===== src/rtl/rfifo_pkg.sv =====
package rfifo_pkg;

    localparam int RES_W  = 16;
    localparam int IDX_W  = 4;
    localparam int SLOTS  = 1 << IDX_W;
    localparam int CNT_W  = IDX_W + 1;
    localparam int STAT_W = 32;
    localparam int PAD_W  = STAT_W - 2 * IDX_W - 4;

    typedef logic [IDX_W-1:0] idx_t;
    typedef logic [CNT_W-1:0] cnt_t;
    typedef logic [RES_W-1:0] res_t;

    typedef struct packed {
        logic [PAD_W-1:0] pad;
        idx_t             wr_idx;
        idx_t             rd_idx;
        logic             is_full;
        logic             is_empty;
        logic             overrun;
        logic             at_mark;
    } stat_word_t;

    typedef struct packed {
        logic take_wr;
        logic take_rd;
        logic drop_wr;
    } xfer_t;

    localparam cnt_t FULL_CNT = cnt_t'(SLOTS);

    function automatic idx_t idx_step(input idx_t v);
        return idx_t'(v + idx_t'(1));
    endfunction

    function automatic xfer_t decide(input logic wr, input logic rd, input cnt_t cnt);
        xfer_t x;
        x.take_rd = rd && (cnt != '0);
        x.take_wr = wr && ((cnt != FULL_CNT) || x.take_rd);
        x.drop_wr = wr && !x.take_wr;
        return x;
    endfunction

endpackage


===== src/rtl/rfifo_store.sv =====
module rfifo_store
    import rfifo_pkg::*;
(
    input  logic clk,
    input  logic rst,
    input  logic we,
    input  idx_t waddr,
    input  res_t wdata,
    input  idx_t raddr,
    input  logic hide,
    output res_t rdata
);
    res_t cells [SLOTS];

    generate
        for (genvar g = 0; g < SLOTS; g++) begin : g_cell
            always_ff @(posedge clk) begin
                if (rst) begin
                    cells[g] <= '0;
                end else if (we && (waddr == idx_t'(g))) begin
                    cells[g] <= wdata;
                end
            end
        end
    endgenerate

    assign rdata = hide ? '0 : cells[raddr];

endmodule


===== src/rtl/rfifo_ctrl.sv =====
module rfifo_ctrl
    import rfifo_pkg::*;
(
    input  logic  clk,
    input  logic  rst,
    input  logic  wr_en,
    input  logic  rd_en,
    input  logic  ovr_clr,
    output xfer_t xfer,
    output idx_t  wr_idx,
    output idx_t  rd_idx,
    output cnt_t  fill,
    output logic  ovr
);
    assign xfer = decide(wr_en, rd_en, fill);

    always_ff @(posedge clk) begin
        if (rst) begin
            wr_idx <= '0;
            rd_idx <= '0;
            fill   <= '0;
            ovr    <= 1'b0;
        end else begin
            if (xfer.take_wr) wr_idx <= idx_step(wr_idx);
            if (xfer.take_rd) rd_idx <= idx_step(rd_idx);
            case ({xfer.take_wr, xfer.take_rd})
                2'b10:   fill <= cnt_t'(fill + cnt_t'(1));
                2'b01:   fill <= cnt_t'(fill - cnt_t'(1));
                default: fill <= fill;
            endcase
            if (xfer.drop_wr)  ovr <= 1'b1;
            else if (ovr_clr)  ovr <= 1'b0;
        end
    end

    AST_IDX_GAP: assert property (@(posedge clk) disable iff (rst)
        idx_t'(wr_idx - rd_idx) == fill[IDX_W-1:0]);
    AST_FILL_RANGE: assert property (@(posedge clk) disable iff (rst)
        fill <= FULL_CNT);
    AST_POP_STEP: assert property (@(posedge clk) disable iff (rst)
        rd_en && (fill != '0) |=> rd_idx == idx_step($past(rd_idx)));
    AST_DROP_HOLD: assert property (@(posedge clk) disable iff (rst)
        wr_en && !rd_en && (fill == FULL_CNT) |=> $stable(wr_idx) && ovr);
    AST_CLR_WORKS: assert property (@(posedge clk) disable iff (rst)
        ovr_clr && !(wr_en && !rd_en && (fill == FULL_CNT)) |=> !ovr);
    AST_EMPTY_POP: assert property (@(posedge clk) disable iff (rst)
        rd_en && (fill == '0) |=> $stable(rd_idx));
    AST_FULL_SWAP: assert property (@(posedge clk) disable iff (rst)
        wr_en && rd_en && (fill == FULL_CNT) && !ovr |=> !ovr && fill == FULL_CNT);

endmodule


===== src/rtl/rfifo_status.sv =====
module rfifo_status
    import rfifo_pkg::*;
(
    input  idx_t       wr_idx,
    input  idx_t       rd_idx,
    input  cnt_t       fill,
    input  logic       ovr,
    input  cnt_t       mark,
    output stat_word_t word
);
    always_comb begin
        word          = '0;
        word.wr_idx   = wr_idx;
        word.rd_idx   = rd_idx;
        word.is_full  = (fill == FULL_CNT);
        word.is_empty = (fill == '0);
        word.overrun  = ovr;
        word.at_mark  = (fill >= mark);
    end

endmodule


===== src/rtl/conv_result_fifo.sv =====
module conv_result_fifo
    import rfifo_pkg::*;
(
    input  logic              clk,
    input  logic              rst,
    input  logic              wr_en,
    input  logic [RES_W-1:0]  wr_data,
    input  logic              rd_en,
    output logic [RES_W-1:0]  rd_data,
    input  logic [CNT_W-1:0]  wm_level,
    input  logic              ovr_clr,
    output logic [STAT_W-1:0] status,
    output logic              irq
);
    xfer_t      xfer;
    idx_t       wr_idx;
    idx_t       rd_idx;
    cnt_t       fill;
    logic       ovr;
    stat_word_t word;

    rfifo_ctrl u_ctrl (
        .clk     (clk),
        .rst     (rst),
        .wr_en   (wr_en),
        .rd_en   (rd_en),
        .ovr_clr (ovr_clr),
        .xfer    (xfer),
        .wr_idx  (wr_idx),
        .rd_idx  (rd_idx),
        .fill    (fill),
        .ovr     (ovr)
    );

    rfifo_store u_store (
        .clk   (clk),
        .rst   (rst),
        .we    (xfer.take_wr),
        .waddr (wr_idx),
        .wdata (wr_data),
        .raddr (rd_idx),
        .hide  (!xfer.take_rd),
        .rdata (rd_data)
    );

    rfifo_status u_stat (
        .wr_idx (wr_idx),
        .rd_idx (rd_idx),
        .fill   (fill),
        .ovr    (ovr),
        .mark   (wm_level),
        .word   (word)
    );

    assign status = word;
    assign irq    = ovr;

    AST_IRQ_FOLLOW: assert property (@(posedge clk) disable iff (rst)
        irq == status[1]);
    AST_PAD_ZERO: assert property (@(posedge clk) disable iff (rst)
        status[31:12] == '0);
    AST_EMPTY_DATA: assert property (@(posedge clk) disable iff (rst)
        status[2] |-> rd_data == '0);

endmodule


===== config.mk =====
export PLATFORM = sky130hd
export DESIGN_NAME = conv_result_fifo
export DESIGN_NICKNAME = d
export VERILOG_FILES = /design/src/rtl/rfifo_pkg.sv /design/src/rtl/rfifo_store.sv /design/src/rtl/rfifo_ctrl.sv /design/src/rtl/rfifo_status.sv /design/src/rtl/conv_result_fifo.sv
export SDC_FILE = /design/constraint.sdc
export NUM_CORES = 1
export LEC_CHECK = 0
export ABC_AREA = 1
export BUFFER_PORTS_ARGS = -buffer_cell sky130_fd_sc_hd__buf_2
export CORE_MARGIN = 2
export CORE_UTILIZATION = 35
export DETAILED_ROUTE_END_ITERATION = 6
export PLACE_DENSITY = 0.51
export SETUP_SLACK_MARGIN = 0.4
export SYNTH_ARGS = -nofsm -noshare
export SYNTH_HDL_FRONTEND = slang
export SYNTH_SLANG_ARGS = --single-unit

===== constraint.sdc =====
create_clock -name clk -period 4.6 [get_ports clk]
set_input_delay 0.23 -clock clk [delete_from_list [all_inputs] [get_ports clk]]
set_output_delay 0.23 -clock clk [all_outputs]
set_load 0.02 [all_outputs]

# --- Word-level counts from Yosys, hierarchy flattened ---
# Memories as Yosys holds them, arrays and structs flattened. A register that Yosys moved wholly into a read port is not among the register bits.
# Index checks and enable logic that the tools add are counted.
word_totals:
  reg_bits: 14
  ramBits: 256
  output_inout_bits: 49
  wordCells: 143
  n_memories: 1
mem_list:
  columns: ["name", "depth", "width", "read_ports", "rd_ports_with_merged_regs", "wr", "line_no", "source"]
  rows:
  - ["u_store.cells", 16, 16, 1, 1, 16, "rfifo_store.sv:13", "res_t cells [SLOTS];"]
classes:
  n_addsub: 4
  order_cmp: 1
  eq_ne: 19
  muxes: 72
  n_bitwise: 16
  n_reduce_logical: 26
ops:
  columns: ["op", "n"]
  rows:
  - ["two-way mux 16 bit", 17]
  - ["two-way mux 1 bit", 52]
  - ["== test 4 bit (second input constant)", 8]
  - ["logical AND 1 bit", 19]
  - ["== test 4 x 3 -> 1 bit (second input constant)", 4]
  - ["bitwise OR 1 bit", 16]
  - ["one-hot mux 5 bit (2 select lines)", 1]
  - ["adder 4 x 1 -> 4 bit (second input constant)", 2]
  - ["== test 4 x 2 -> 1 bit (second input constant)", 2]
  - ["two-way mux 4 bit", 2]
  - ["adder 5 x 1 -> 5 bit (second input constant)", 1]
  - ["== test 5 bit (second input constant)", 1]
  - ["greater-or-equal comparator 5 bit", 1]
  - ["logical NOT 5 bit", 1]
  - ["!= test 5 bit (second input constant)", 1]
  - ["nonzero test 5 bit", 1]
  - ["subtractor 5 x 1 -> 5 bit (second input constant)", 1]
  - ["== test 4 x 1 -> 1 bit (second input constant)", 1]
  - ["logical NOT 4 bit", 1]
  - ["nonzero test 2 bit", 2]
  - ["== test 2 x 1 -> 1 bit (second input constant)", 1]
  - ["== test 2 bit (second input constant)", 1]
  - ["logical NOT 1 bit", 1]
  - ["logical OR 1 bit", 1]

# --- Logic depth before layout (Yosys ltp) ---
# Gate-level depths: netlist of the first run.
depth:
  depth_word: 9
  mapped_depth: 15
  mapped_depth_nobuf: 15

# --- Cells and area by module ---
# Synthesis of the first run repeated with hierarchy kept, for this count alone.
hier_totals:
  hier_cells: 1536
  hier_area_um2: 13355.3
by_module_without_submodules:
  columns: ["module", "n_inst", "cells_per_inst", "area_per_inst_um2"]
  rows:
  - ["rfifo_store", 1, 1369, 12219.2]
  - ["rfifo_ctrl", 1, 107, 755.7]
  - ["rfifo_status", 1, 59, 376.6]
  - ["conv_result_fifo", 1, 1, 3.8]

# --- Worst setup path before layout of the first run ---
# Ideal clock, no wire load.
synth_timing:
  kind: "reg-to-reg"
  from: "register u_ctrl.fill[1]"
  to: "register u_ctrl.fill[4]"
  setup_time_ns: 0.115
  t_arrival_ns: 1.856
  path_slack_ns: 2.629
  stages_incl_launch_ff: 16
  n_path_buf: 0
  synth_period_minus_slack_ns: 1.971
  path_cell_list: "dfxtp_1 -> nor2_1 -> nand3_1 -> nand2_1 -> inv_1 -> nand2_1 -> inv_1 -> fa_1 -> nand2_1 -> nand2_1 -> a21oi_1 -> nand2_1 -> nand2_1 -> nand3_1 -> nand2_1 -> nor2_1"
synth_via:
  elab_chain_cells: 6
  elab_cells_between_ends: 11
synth_rtl:
  columns: ["item", "line_no", "source"]
  rows:
  - ["start: declaration", "rfifo_ctrl.sv:12", "output cnt_t fill,"]
  - ["start signal: assignment", "rfifo_ctrl.sv:27", "2'b10: fill <= cnt_t'(fill + cnt_t'(1));"]
  - ["start signal: assignment", "rfifo_ctrl.sv:28", "2'b01: fill <= cnt_t'(fill - cnt_t'(1));"]
  - ["start signal: assignment", "rfifo_ctrl.sv:29", "default: fill <= fill;"]
  - ["nonzero test 5 bit", "rfifo_pkg.sv:38", "x.take_rd = rd && (cnt != '0);"]
  - ["logical AND 1 bit", "rfifo_pkg.sv:38", null]
  - ["logical OR 1 bit", "rfifo_pkg.sv:39", "x.take_wr = wr && ((cnt != FULL_CNT) || x.take_rd);"]
  - ["logical AND 1 bit", "rfifo_pkg.sv:39", null]
  - ["== test 2 x 1 -> 1 bit / == test 2 bit (equally long branches)", "rfifo_ctrl.sv:26", "case ({xfer.take_wr, xfer.take_rd})"]
  - ["one-hot mux 5 bit (2 select lines) / nonzero test 2 bit (equally long branches)", null, null]
# Parallel ways exist; a longest one is shown, timed or not.
# A chain may end at the register's enable or synchronous reset.

==> key figures, run 1 <==
Outcome
  – Outcome: finished, final reports clean

Timing
  – Final Setup Violations: 0
  – Final count of pins violating max slew: 0
  – Final period util: 0.725
  – RSZ-0062 raised after global routing: false
  – Setup TNS: 0 ps
  – Worst Max-Slew Pin Slew: between 1000 and 1500 ps
  – Minimum clock period: ~3300 ps
  – Slew margin rel.: 0.198
  – Final Hold Fails: 0
  – Final Skew: roughly 18 ps
  – Fmax: 300 MHz

Floorplan
  – Starting density of the core: 0.355
  – Die X: between 150 and 200 µm
  – Io pins: 75
  – Die area: about 0.04 mm²
  – Rows: 71
  – Total core area: around 0.037 mm²
  – Die span in y: 199 µm

Finish
  – Layout area overhead: 9.60%
  – Non-Filler Instances: between 1500 and 2000
  – Post-layout nets: 1387
  – ANT cells: 0
  – Fillers: roughly 3800
  – Fraction of layout cells with a size suffix above 1: 0.0920

Critical path
  – Max FO, Critical Path: 61
  – Crit-path cells: buf_4 > o211ai_1 > nand3_1 > nand3_1 > a21oi_1 > buf_2
  – Largest stage delay, worst path: 770 ps
  – Crit Path Category: flip-flop to output port
  – CP required: between 4000 and 5000 ps
  – Worst reg-to-reg path cell count: 15
  – Crit path top cell by count: nand3_1
  – Crit path capture type: output port
  – Reg2reg start: u_ctrl.fill[1]
  – CP delay by family, top: buffers and inverters
  – Setup crit start kind: flip-flop
  – CP max-delay cell: dfxtp_4
  – Worst Path Buf+Inv: 2
  – Internal reg-to-reg setup slack: around 1600 ps
  – Worst R2R End: u_ctrl.fill[4]
  – Arrival time at the worst endpoint: between 3000 and 4000 ps

Logic synthesis
  – Seq cells post-synth: about 270
  – Cell variety after synth: 26
  – Mean area per synthesized cell: slightly below 10 µm²
  – YS warnings: 0
  – Mapped cell area: ~0.013 mm²
  – Synth Instances: 1349
  – Register area share after synthesis: 0.606

Drt
  – Initial DRC count: around 600
  – Via density per instance: a little under 5
  – Via count: slightly above 9000
  – Drt pass-1 iters: 5
  – Routed Wire Length: 32.0 mm
  – Routed len/inst: ~17 µm
  – DR DRC count: 0
  – Final ANT Viol Nets: 0

Global route
  – First-pass GRT wire length: 50.6 mm
  – Largest net degree at the start of global routing: approximately 130
  – GRT Resource Usage Total: 0.165
  – Number of global-route vias before repair: 8952
  – Initial antenna violation count: 0
  – GRT overflow: 0

Clock network
  – Clk sink count: roughly 270
  – CTS tree: done
  – Total setup buffers inserted after CTS: 0
  – Max clock buf depth: 3
  – Clk slew on worst S/H paths: roughly 60 ps
  – Post_cts resized: 0
  – H-tree depth: 1
  – Clock buffer count from CTS: 30
  – CTS Root Cell: clkbuf_16
  – Insertion delay to the later sink of the worst-skew pair: ~560 ps

Pwr
  – Cell Pwr Density: 454 mW/mm²
  – Leak Pwr: between 5 and 6 nW
  – Worst VDD drop: ~0.31 mV

Place
  – DP Wirelength: 19.9 mm
  – IO Port Bufs: 54
  – Placed cell count: 1824
  – RePlAce Congestion: between 0.8 and 0.9

Min path
  – Hold Path Depth: 3
  – Hold Path End: u_ctrl.wr_idx[0]
  – HP Class: input port to flip-flop
  – Hold_sp: wr_en

Flow run
  – Max-capacitance violation count: 0
-- layer usage --
layer	global-route usage	vias to the layer above	part of all wire
met5	0	-	0
met4	0.0442	0	0.025
met3	0.0212	51	0.046
met2	0.273	208	0.47
met1	0.228	4466	0.46
li1	-	4458	-
-- per-stage QoR --
| step | area (µm²) | utilization | worst slack (ps) | power (mW) | hold WS (ps) |
|---|---|---|---|---|---|
| after detailed placement | 13600 | 0.364 | 1610 | 4.43 | 462 |
| after floorplan | 13400 | - | 2630 | 4.07 | 299 |
| after CTS | 14600 | 0.389 | 1200 | 6.68 | 26.9 |
| after global routing | 14600 | 0.389 | 1060 | 6.95 | 67.4 |
| final | 14600 | 0.389 | 1260 | 6.62 | 51.7 |
| after global placement | 13600 | 0.364 | 1670 | 4.41 | 456 |
-- registers in the layout, indices dropped and copies added, names as in the netlist, named ones only --
register,cells
u_ctrl.fill,5
u_store.cells,256
u_ctrl.wr_idx,4
u_ctrl.rd_idx,4
u_ctrl.ovr,1
-- worst max-delay path by stage --
| stage | endpoint | slack [ps] | cells past startpoint |
|---|---|---|---|
| floorplan | u_ctrl.fill[4] | 2630 | 15 |
| global placement | u_ctrl.fill[4] | 1670 | 15 |
| detailed placement | u_ctrl.fill[4] | 1610 | 15 |
| CTS | rd_data[6] | 1200 | 6 |
| global route | rd_data[8] | 1060 | 6 |
| finish | rd_data[15] | 1260 | 6 |
-- worst register-to-register path, delay by kind of cell, from the launching register on --
family / cells / cell delay, ps
AND/OR/NAND/NOR: 11 / 1660
adder cells (fa/ha/maj): 1 / 400
flip-flops: 1 / 360
buffers and inverters: 2 / 350
AO/OA/AOI/OAI: 1 / 150
-- Yosys cell counts --
cell type  number  share of area
inv_2           1        0.00028
o21bai_1        2         0.0011
o211ai_1       80          0.045
a21oi_1        73          0.027
buf_2          28          0.011
fa_1            1         0.0015
o21ai_4         1         0.0012
nand3_4        11          0.014
nand2_1       132          0.037
dfxtp_1        18          0.027
nor2_1        281          0.079
nor2_2         11         0.0052
xor2_1          3         0.0020
nand3_1       111          0.042
ha_1           13          0.012
clkbuf_1       37          0.010
inv_1         181          0.051
edfxtp_1      256           0.58
buf_6          11         0.0093
nand3_2         1        0.00075
o21ai_0        58          0.022
buf_12          1         0.0015
buf_8           1         0.0011
conb_1          1        0.00028
buf_1           7         0.0020
buf_4          29          0.016
-- cell type report --
cell class	instances	area [µm²]	share of cell area
clock inverters	9	41.3	0.00283
flip-flops and latches	274	8060	0.553
clock buffers	45	858	0.0589
repair buffers	61	340	0.0234
well taps	511	639	0.0439
multi-input cells	798	3950	0.271
inverters	182	683	0.0469
-- what timing repair did --
item / 4_1_cts / 5_1_grt
hold buffers: 2 / 0
hold endpoints to repair: 3 / 0
setup endpoints to repair: 0 / 0
-- where the power goes --
part | leakage, nW | switching, mW | internal [mW]
Combinational | 2.47 | 0.919 | 0.418
Clock | 0.445 | 0.977 | 1.28
Sequential | 2.80 | 0.162 | 2.86
Total | 5.72 | 2.06 | 4.56
-- placed cells by master, fill, tap and decap left out --
cell / n
nor2_1: 281
edfxtp_1: 256
inv_1: 180
nand2_1: 132
nand3_1: 111
o211ai_1: 80
a21oi_1: 73
o21ai_0: 58
buf_2: 54
clkbuf_16: 31
conb_1: 20
dfxtp_1: 16
ha_1: 13
nor2_2: 11
nand3_4: 11
clkbuf_1: 11
clkinv_2: 6
clkinv_1: 4
buf_4: 4
xor2_1: 3
clkbuf_8: 3
o21bai_1: 2
dfxtp_4: 2
dlygate4sd3_1: 2
nand3_2: 1
o21ai_4: 1
inv_2: 1
fa_1: 1
buf_12: 1
-- cell families after synthesis --
family          synth area share
xor+xnor                 0.00198
fa+ha+maj                 0.0137
simple gates               0.179
compound gates            0.0969
flops                      0.606
buf+inv                    0.103
other cells             0.000282
Note: power is estimated with default switching activity, not from simulation.
==> run 2: changes to the inputs <==
- ABC_AREA: 1 -> 0
- PLACE_DENSITY: 0.51 -> 0.53
- clock period: 4.6 -> 2.67 ns (I/O delays scaled with it)
==> key figures, run 2 <==
Outcome
  – Outcome: finished, final reports clean

Logic synthesis
  – Mapped cell area: approximately 0.013 mm²
  – Ranking of synthesized cells by area: edfxtp_1, and2_1, mux4_2
  – XOR/XNOR Fraction of Synth Area: 0.00471
  – Register area share after synthesis: 0.618
  – Post-synthesis mux area share: 0.135
  – Primary FF master, synth: edfxtp_1
  – Synth async-reset ratio: 0
  – Post-synth EDFFs: between 200 and 300
  – Synth Area in Simple Gates: 0.153
  – Largest area contributor in the netlist: edfxtp_1
  – Main combinational cell family by area after synthesis: simple AND/OR/NAND/NOR gates
  – Most frequent cell after synthesis: and2_1
  – Mean area per synthesized cell: approximately 15 µm²
  – Seq cells post-synth: ~270
  – Cell variety after synth: slightly below 50
  – Synth Area in Compound Gates: 0.0367
  – Synth top area share: 0.591
  – YS warnings: 0
  – Synth top cells by count: and2_1, edfxtp_1, mux4_2, clkbuf_1, mux2i_1
  – Post-Synth Adder-Cell Area: 0.0140
  – Synth Instances: 880

Floorplan
  – Io pins: 75
  – Die X: around 200 µm
  – Die span in y: between 150 and 200 µm
  – Rows: 70
  – Total core area: 0.0366 mm²
  – Die area: just under 0.04 mm²
  – Starting density of the core: 0.356

Pwr
  – Leak Pwr: between 5 and 6 nW
  – Worst VDD drop: 0.494 mV
  – Cell Pwr Density: approximately 780 mW/mm²

Clock network
  – Insertion delay to the later sink of the worst-skew pair: between 500 and 600 ps
  – Clk sink count: roughly 270
  – H-tree depth: 1
  – CTS Root Cell: clkbuf_16
  – Clock buffer count from CTS: 30
  – Max clock buf depth: 3
  – CTS tree: done
  – Clk slew on worst S/H paths: 60 ps

Place
  – DP Wirelength: 19.7 mm
  – IO Port Bufs: between 50 and 60
  – Dpl ws: 212 ps
  – RePlAce Congestion: 0.803

Timing
  – Final Skew: between 8 and 9 ps
  – Worst setup margin: 244 ps
  – Slew margin rel.: 0.422
  – Final Hold Fails: 0
  – Worst Max-Slew Pin Slew: between 800 and 900 ps
  – RSZ-0062 raised after global routing: true
  – Final Setup Violations: 0
  – Final period util: 0.909
  – Fmax: ~400 MHz
  – Setup TNS: 0 ps
  – Minimum clock period: 2430 ps
  – Final count of pins violating max slew: 0

Drt
  – DR DRC count: 0
  – Initial DRC count: ~400
  – Routed Wire Length: between 30 and 40 mm
  – Via count: around 7300
  – Drt pass-1 iters: 5
  – Via density per instance: ~5
  – Routed len/inst: 22.4 µm
  – Final ANT Viol Nets: 0

Critical path
  – Arrival time at the worst endpoint: 2890 ps
  – Max FO, Critical Path: 7
  – Internal reg-to-reg setup slack: ~240 ps
  – Reg2reg start: u_ctrl.fill[3]
  – CP required: 3140 ps
  – Crit Path Category: flip-flop to flip-flop
  – Worst setup startpoint: u_ctrl.fill[3]
  – Setup crit start kind: flip-flop
  – CP Capture Point: u_ctrl.fill[4]
  – Worst reg-to-reg path cell count: 9
  – Crit path capture type: flip-flop
  – Worst R2R End: u_ctrl.fill[4]

Global route
  – GRT overflow: 0
  – GRT Resource Usage Total: 0.172
  – First-pass GRT wire length: between 40 and 50 mm
  – Number of global-route vias before repair: roughly 7700
  – Initial antenna violation count: 1
  – Largest net degree at the start of global routing: 25

Finish
  – Largest regs: u_store.cells x256, u_ctrl.fill x5
  – Layout area overhead: 21.1%
  – Fin util: 0.430
  – Fraction of layout cells with a size suffix above 1: 0.306
  – Max FFs per register: ~260
  – Reg with most FFs: u_store.cells
  – Most frequent cells in the layout: and2_1, edfxtp_1, mux4_2
  – Post-layout nets: slightly above 1000

Min path
  – HP Class: input port to flip-flop

Flow run
  – Max-capacitance violation count: 0
## run 2: cell count changes in the layout (fill, tap and decap cells not counted), moves of 57 or more
cell,previous run,this run
nor2_1,281,24
and2_1,0,256
inv_1,180,8
nand2_1,132,5
nand3_1,111,3
o211ai_1,80,5
a21oi_1,73,6
mux4_2,0,63
o21ai_0,58,1
## run 2: layout make-up
| cell class | instances | area [µm²] |
|---|---|---|
| fill | 3262 | 20900 |
| antenna | 1 | 2.50 |
| clock buffer | 34 | 787 |
| clock inverter | 21 | 149 |
| multi-input combinational | 532 | 4950 |
| tap | 468 | 586 |
| sequential | 274 | 8070 |
| timing repair buffer | 126 | 1170 |
| inverter | 9 | 38.8 |
## run 2: worst min path at each step
stage,end,depth (start not counted),from
6_report,u_ctrl.wr_idx[1],3,wr_en
4_1_cts,u_ctrl.wr_idx[1],3,wr_en
3_5_place_dp,u_ctrl.ovr,4,ovr_clr
5_1_grt,u_store.cells[7][11],2,wr_data[11]
2_1_floorplan,u_store.cells[0][0],1,wr_data[0]
3_3_place_gp,u_ctrl.ovr,4,ovr_clr
## run 2: power by group
group | switching (mW) | internal, mW
combinational | 1.69 | 1.62
clock | 1.66 | 2.29
sequential | 0.143 | 4.94
total | 3.50 | 8.86
## run 2: cells by family (layout without fill, tap and decap cells)
| kind of cell | Yosys count | in the layout |
|---|---|---|
| flip-flops | 274 | 274 |
| AND/OR/NAND/NOR | 328 | 328 |
| buffers and inverters | 93 | 190 |
| adder cells (fa/ha/maj) | 14 | 14 |
| multiplexers | 97 | 97 |
| other | 1 | 21 |
| XOR/XNOR | 7 | 7 |
| AO/OA/AOI/OAI | 66 | 66 |
## run 2: critical path: stages, from the launching register on
cell and delay (ps):
dfxtp_1 320, or4_4 590, buf_6 150, o21ai_4 190
clkinv_4 130, ha_4 330, nand3_4 80, and2_4 140
a211o_1 250, a31oi_1 160
## run 2: per-layer routing
metal / vias up / wire length [µm] / track usage
met1: 3740 / 14300 / 0.228
met3: 35 / 1210 / 0.0205
met4: 0 / 720 / 0.0468
met5: - / 0 / 0
met2: 133 / 16600 / 0.301
li1: 3383 / - / -
## run 2: repair_timing
action                                 in CTS  in global routing
pin swaps                                   7                 12
setup endpoints to repair                 115                255
hold buffers                                1                  0
resized for setup                          85                 37
endpoints found under the hold margin       1                  0
buffers inserted                           19                 10
cloned                                      4                  0
## run 2: through the flow
stage	cell area (µm²)	std cells	hold slack, ps	total power, mW
after floorplan	13200	899	332	6.86
after global placement	13900	1375	448	7.58
after detailed placement	13900	1375	455	7.60
after global routing	15800	1465	111	12.8
final	15800	1465	101	12.4
after CTS	15500	1454	40.6	12.3
